===== config.mk =====
export PLATFORM = sky130hd
export DESIGN_NAME = slp_wake_ctl
export DESIGN_NICKNAME = d
export VERILOG_FILES = /design/src/rtl/slp_wake_ctl.sv
export SDC_FILE = /design/constraint.sdc
export NUM_CORES = 1
export LEC_CHECK = 0
export BUFFER_PORTS_ARGS = -buffer_cell sky130_fd_sc_hd__buf_2
export CORE_MARGIN = 4
export CORE_UTILIZATION = 50
export CTS_CLUSTER_SIZE = 12
export DETAILED_ROUTE_END_ITERATION = 7
export GPL_ROUTABILITY_DRIVEN = 0
export GPL_TIMING_DRIVEN = 0
export PLACE_DENSITY = 0.69
export SYNTH_ARGS = -nofsm -noshare
export SYNTH_HDL_FRONTEND = slang
export SYNTH_SLANG_ARGS = --single-unit

===== constraint.sdc =====
create_clock -name clk -period 3.05 [get_ports clk]
set_input_delay 0.61 -clock clk [delete_from_list [all_inputs] [get_ports clk]]
set_output_delay 0.61 -clock clk [all_outputs]
set_load 0.005 [all_outputs]

===== src/rtl/slp_wake_ctl.sv =====
module slp_wake_ctl #(
  parameter int INTERVAL_CYC = 500000,
  parameter int LIM_W = 8
) (
  input  logic             clk,
  input  logic             rst_n,
  input  logic             sleep_req,
  input  logic             rts_a,
  input  logic             rts_b,
  input  logic [LIM_W-1:0] wake_limit,
  input  logic             wake_ack,
  output logic             nmi_n,
  output logic             radio_en,
  output logic             drv_en
);
  localparam int TW = (INTERVAL_CYC > 1) ? $clog2(INTERVAL_CYC) : 1;
  localparam logic [TW-1:0] T_LAST = TW'(INTERVAL_CYC - 1);

  typedef enum logic [1:0] {ST_IDLE, ST_HOLD, ST_TIME, ST_ACK} st_t;

  st_t              st;
  logic [1:0]       rts_a_sy, rts_b_sy;
  logic             sleep_q;
  logic [TW-1:0]    tmr;
  logic [LIM_W-1:0] wake_cnt;
  logic             pwr;

  wire              rts_any    = rts_a_sy[1] | rts_b_sy[1];
  wire              sleep_rise = sleep_req & ~sleep_q;
  wire              fire       = (st == ST_TIME) & ((tmr == T_LAST) | rts_any) & ~sleep_rise;
  wire [LIM_W:0]    cnt_inc    = {1'b0, wake_cnt} + 1'b1;
  wire [LIM_W:0]    lim_eff    = (wake_limit == '0) ? (LIM_W+1)'(1) : {1'b0, wake_limit};
  wire              pwr_up     = rts_any | (cnt_inc >= lim_eff);

  assign radio_en = pwr;
  assign drv_en   = pwr;

  always_ff @(posedge clk or negedge rst_n) begin
    if (!rst_n) begin
      rts_a_sy <= '0;
      rts_b_sy <= '0;
    end else begin
      rts_a_sy <= {rts_a_sy[0], rts_a};
      rts_b_sy <= {rts_b_sy[0], rts_b};
    end
  end

  always_ff @(posedge clk or negedge rst_n) begin
    if (!rst_n) begin
      st       <= ST_IDLE;
      sleep_q  <= 1'b0;
      tmr      <= '0;
      wake_cnt <= '0;
      nmi_n    <= 1'b1;
      pwr      <= 1'b0;
    end else begin
      sleep_q <= sleep_req;
      nmi_n   <= ~fire;
      if (sleep_rise) begin
        st  <= ST_HOLD;
        pwr <= 1'b0;
        tmr <= '0;
      end else begin
        case (st)
          ST_HOLD: begin
            tmr <= '0;
            if (!rts_any) st <= ST_TIME;
          end
          ST_TIME: begin
            if (fire) begin
              st <= ST_ACK;
              if (pwr_up) begin
                pwr      <= 1'b1;
                wake_cnt <= '0;
              end else begin
                wake_cnt <= cnt_inc[LIM_W-1:0];
              end
            end else begin
              tmr <= tmr + 1'b1;
            end
          end
          ST_ACK: begin
            if (wake_ack) st <= pwr ? ST_IDLE : ST_HOLD;
          end
          default: ;
        endcase
      end
    end
  end
endmodule



# ---- After elaboration in Yosys (flattened, before gate mapping)
# Cells that the tools add are included.
dict set report op_classes {
  addsub 2
  order_cmp 1
  eq_ne 8
  muxes 15
  n_bitwise 9
  reduce_logical 10
}
# operator n
set op_table {}
lappend op_table {{19-bit two-way mux} 2}
lappend op_table {{19-bit case mux with 2 select lines} 1}
lappend op_table {{19-bit by 1-bit adder with 19-bit output, second input constant} 1}
lappend op_table {{19-bit equality test, second input constant} 1}
lappend op_table {{8-bit two-way mux} 2}
lappend op_table {{3-bit inequality test, second input constant} 4}
lappend op_table {{8-bit by 1-bit adder with 9-bit output, second input constant} 1}
lappend op_table {{9-bit by 8-bit >= comparator with 1-bit output} 1}
lappend op_table {{8-bit logical NOT} 1}
lappend op_table {{2-bit two-way mux} 4}
lappend op_table {{2-bit case mux with 3 select lines} 1}
lappend op_table {{3-bit AND reduction} 2}
lappend op_table {{2-bit nonzero test} 3}
lappend op_table {{1-bit two-way mux} 5}
lappend op_table {{2-bit equality test, second input constant} 2}
lappend op_table {{4-bit AND reduction} 1}
lappend op_table {{4-bit nonzero test} 1}
lappend op_table {{1-bit bitwise AND} 3}
lappend op_table {{1-bit inverter} 3}
lappend op_table {{1-bit OR} 3}
lappend op_table {{3-bit nonzero test} 1}
lappend op_table {{2-bit by 1-bit equality test with 1-bit output, second input constant} 1}
lappend op_table {{2-bit AND reduction} 1}
dict set report totals {
  reg_bits 36
  in_bits 14
  output_inout_bits 3
  wordCells 53
}

# ---- Longest topological paths before layout
dict set report depth {
  word_depth 8
  mapped_depth 10
  depth_no_buf 10
}

# ---- Worst setup path after synthesis
# OpenSTA, ideal clock, no wires.
dict set report synth_timing {
  kind {reg2reg}
  startpoint {register wake_cnt[0]}
  endpoint {register wake_cnt[0]}
  setup_time_ns 0.066
  t_arrival_ns 2.359
  required_ns 2.984
  slack_ns 0.625
  path_stages_with_launch 11
  path_buffers 0
  period_less_slack_ns 2.425
  path_cell_list {dfrtp_1 ha_1 nand3_1 nor2_1 xnor2_1 ha_1 a211o_1 o221ai_1 o211ai_1 nor2_1 mux2_2}
}
dict set report synth_via {
  elab_chain_cells 4
}
# element line_no
set synth_lines {}
lappend synth_lines {{from (decl)} 25} ;# logic [LIM_W-1:0] wake_cnt;
lappend synth_lines {{from (signal assigned)} 76} ;# wake_cnt <= cnt_inc[LIM_W-1:0];
lappend synth_lines {{8-bit by 1-bit adder with 9-bit output *} 31} ;# wire [LIM_W:0] cnt_inc = {1'b0, wake_cnt} + 1'b1;
lappend synth_lines {{9-bit by 8-bit >= comparator with 1-bit output} 33} ;# wire pwr_up = rts_any | (cnt_inc >= lim_eff);
lappend synth_lines {{1-bit OR} 33}
lappend synth_lines {{8-bit two-way mux *} 72} ;# if (pwr_up) begin
# Every way passes the cells marked *; elsewhere a longest branch is shown, timed or not.
# A chain may end at the register's enable or synchronous reset.

# ---- Worst setup path after layout
# Ends and elaborated chain as after synthesis.

==> impl_metrics.json <==
{
  "fmax_mhz": 366,
  "path_cells": "ha_1, nand3_1, nor2_1, xnor2_1, ha_1, a211o_1, o221ai_1, o211ai_1, nor2_2, mux2_2",
  "initial_core_util_pct": 52.1,
  "synth_xor_xnor_area_share_pct": 5.80,
  "cts_setup_buffers": 0,
  "fin_skew_ns": 0.00713,
  "holdWs_ns": 0.347,
  "tightest_slew_ns": 0.783,
  "power_frac_comb_pct": 16.6,
  "cts_buffer_depth": 2,
  "synth_edf_count": 0,
  "vias": 1765,
  "antenna_found_initial": 0,
  "maxSlewViolCount": 0,
  "die_height_um": 73.1,
  "crit_required_ns": 3.28,
  "place_area_um2": 2260,
  "multi_input_area_um2": 1150,
  "synth_simple_gate_area_share_pct": 22.4,
  "wl_mm": 4.43,
  "cp_top_family": "compound AO/OA/AOI/OAI gates",
  "grt_usage_pct": 18.4,
  "htree_num_levels": 2,
  "synthMuxAreaShare_pct": 0.532,
  "fin_setup_tns_ns": 0,
  "cts-root-buf": "clkbuf_8",
  "p_clk_share_pct": 33.2,
  "layout_min_cycle_time_ns": 2.73,
  "seq_power_share_pct": 50.2,
  "firstDrtPassIters": 4,
  "clock_sinks": 36,
  "final_hold_viol_count": 0,
  "ys.flop_type": "dfrtp_1",
  "grt_max_degree": 37,
  "rows": 23,
  "port_buffers": 16,
  "min_path_type": "reg -> reg",
  "nets": 266,
  "p_sw_share_pct": 28.1,
  "cap_violations": 0,
  "synth_fp_nets": 243,
  "antenna_cells": 0,
  "p_int_uw": 751,
  "slowest_delay_ns": 0.43,
  "clk_pin_slew_worst_paths_ns": 0.07,
  "area_growth_pct": 11.1,
  "yosysWarnings": 0,
  "path_buf_inv": 0,
  "arrival_ns": 2.96,
  "fin_area_um2": 2350,
  "design.core.area_um2": 4060,
  "clock_latency_ns": 0.28,
  "powerDensity_nw_per_um2": 444,
  "cts_repair_resize_count": 0,
  "path_max_fanout": 8,
  "synth_top_family_by_area": "simple AND/OR/NAND/NOR gates",
  "relSlewSlack_pct": 47.8,
  "post-route-period-util_pct": 89.5,
  "setup_viol": 0,
  "peakVddDrop_mv": 0.230,
  "first_global_vias": 1718,
  "first_iter_violations": 100,
  "avgSynthCellArea_um2": 9.66,
  "netlist_instances": 219,
  "wl_per_cell_um": 15.1,
  "synth-compound-area-share_pct": 19.6,
  "final_antenna_net_count": 0,
  "fin_util_pct": 57.9,
  "fp.dieW_um": 73.1,
  "critPathSlowestCell": "dfrtp_1",
  "drive_above_1_share_pct": 14.8,
  "endpoint_kind": "register",
  "grt_pass1_wl_mm": 7.59,
  "rsz0062_at_grt": "no",
  "leakage_uw": 0.00105,
  "synth_seq_area_share_pct": 42.6,
  "io_pins": 17,
  "synthesis.area_um2": 2120,
  "gr-total-overflow": 0,
  "ff_latch_area_um2": 902,
  "netSwitchingPower_uw": 294,
  "drc": 0,
  "criticalPathCategory": "reg -> reg",
  "fillers": 369,
  "viasPerCell": 6.02,
  "crit_path_frequent_cell": "ha_1",
  "synth_fa_ha_area_share_pct": 5.91,
  "ctsHoldBuffers": 0,
  "ys_ff_latch": 36,
  "outcome": "complete, no violations",
  "die_area_um2": 5340,
  "cts_tree": "yes",
  "startpoint_type": "register",
  "post-dp-hpwl_mm": 3.34,
  "synthArstFlopShare_pct": 100,
  "yosysUniqueCellTypes": 54,
  "power_uw": 1040,
  "cts_made_buffers": 5
}
[stage by stage]
stage,std cells,setup slack (ns)
6_report,293,0.319
5_1_grt,293,0.131
4_1_cts,293,0.170
3_5_place_dp,285,0.205
3_3_place_gp,285,0.207
2_1_floorplan,219,0.625
[worst paths after layout]
path                            slack (ns)  cells after the start                       to                    start
worst min-delay path                  0.35                      0    rts_b_sy[1]$_DFF_PN0_    rts_b_sy[0]$_DFF_PN0_
worst max register to register        0.32                     10  wake_cnt[0]$_DFFE_PN0P_  wake_cnt[0]$_DFFE_PN0P_
max in group asynchronous             2.15                      1       tmr[2]$_DFFE_PN0P_                    rst_n
worst max-delay path                  0.32                     10  wake_cnt[0]$_DFFE_PN0P_  wake_cnt[0]$_DFFE_PN0P_
min in group asynchronous             0.40                      1       tmr[9]$_DFFE_PN0P_                    rst_n
worst min register to register        0.35                      0    rts_b_sy[1]$_DFF_PN0_    rts_b_sy[0]$_DFF_PN0_
[routing by layer]
| metal | GRT usage [%] | share of wire [%] |
|---|---|---|
| met5 | 0 | 0 |
| met4 | 7.99 | 2.5 |
| met2 | 31.3 | 48 |
| met3 | 4.41 | 4.5 |
| met1 | 21.9 | 45 |
[flip-flops by register name, summed over array words and instances, names as in the netlist]
register  count
nmi_n         1
st            2
wake_cnt      8
sleep_q       1
drv_en        1
rts_b_sy      2
rts_a_sy      2
tmr          19
[logic make-up (layout without fill, tap and decap cells)]
kind of cell | Yosys count | in the layout
AOI/OAI and AO/OA | 56 | 56
xor gates and xnor gates | 14 | 14
adders and majority gates | 10 | 10
buffers and inverters | 16 | 40
DFF | 36 | 36
muxes | 1 | 1
and+or+nand+nor | 86 | 86
[layout by cell type (no fill, tap or decap), types with 5 or more instances in the layout]
master,count
a21oi_1,5
a22o_1,7
buf_2,18
clkbuf_8,6
dfrtp_1,35
ha_1,10
inv_1,11
nand2_1,18
nand3_1,11
nor2_1,19
nor2b_1,5
o21ai_0,10
o31ai_1,5
xnor2_1,5
xor2_1,9
[Yosys cell counts, types with 3 or more instances]
library cell	number	area share, %
dfrtp_1	35	41
nor2_1	20	3.5
nand2_1	18	3.2
inv_1	11	2.0
nand3_1	11	2.6
ha_1	10	5.9
o21ai_0	10	2.4
xor2_1	9	3.7
a22o_1	7	2.9
a21oi_1	5	1.2
nor2b_1	5	1.5
o31ai_1	5	1.8
xnor2_1	5	2.1
nand2b_1	4	1.2
nand4_1	4	1.2
nor3_1	4	0.95
o211ai_1	4	1.4
a31oi_1	3	0.89
and3_1	3	0.89
o2111ai_1	3	1.2
o311ai_0	3	1.2
or4_1	3	1.1
[power by group through the flow]
stage               combinational [µW]  clock, µW  sequential, µW
finish                             173        347             524
global route                       199        376             528
CTS                                175        356             524
detailed placement                 173          0             533
global placement                   170          0             532
floorplan                          116          0             528
[final cells by class]
class | instances | share of cell area (%)
multi-input cells | 167 | 48.9
plain buffers | 5 | 1.06
repair buffers | 16 | 3.41
well taps | 50 | 2.66
inverters | 11 | 1.76
clock buffers | 8 | 3.83
flip-flops and latches | 36 | 38.4
Power figures use the tool's default switching activity.
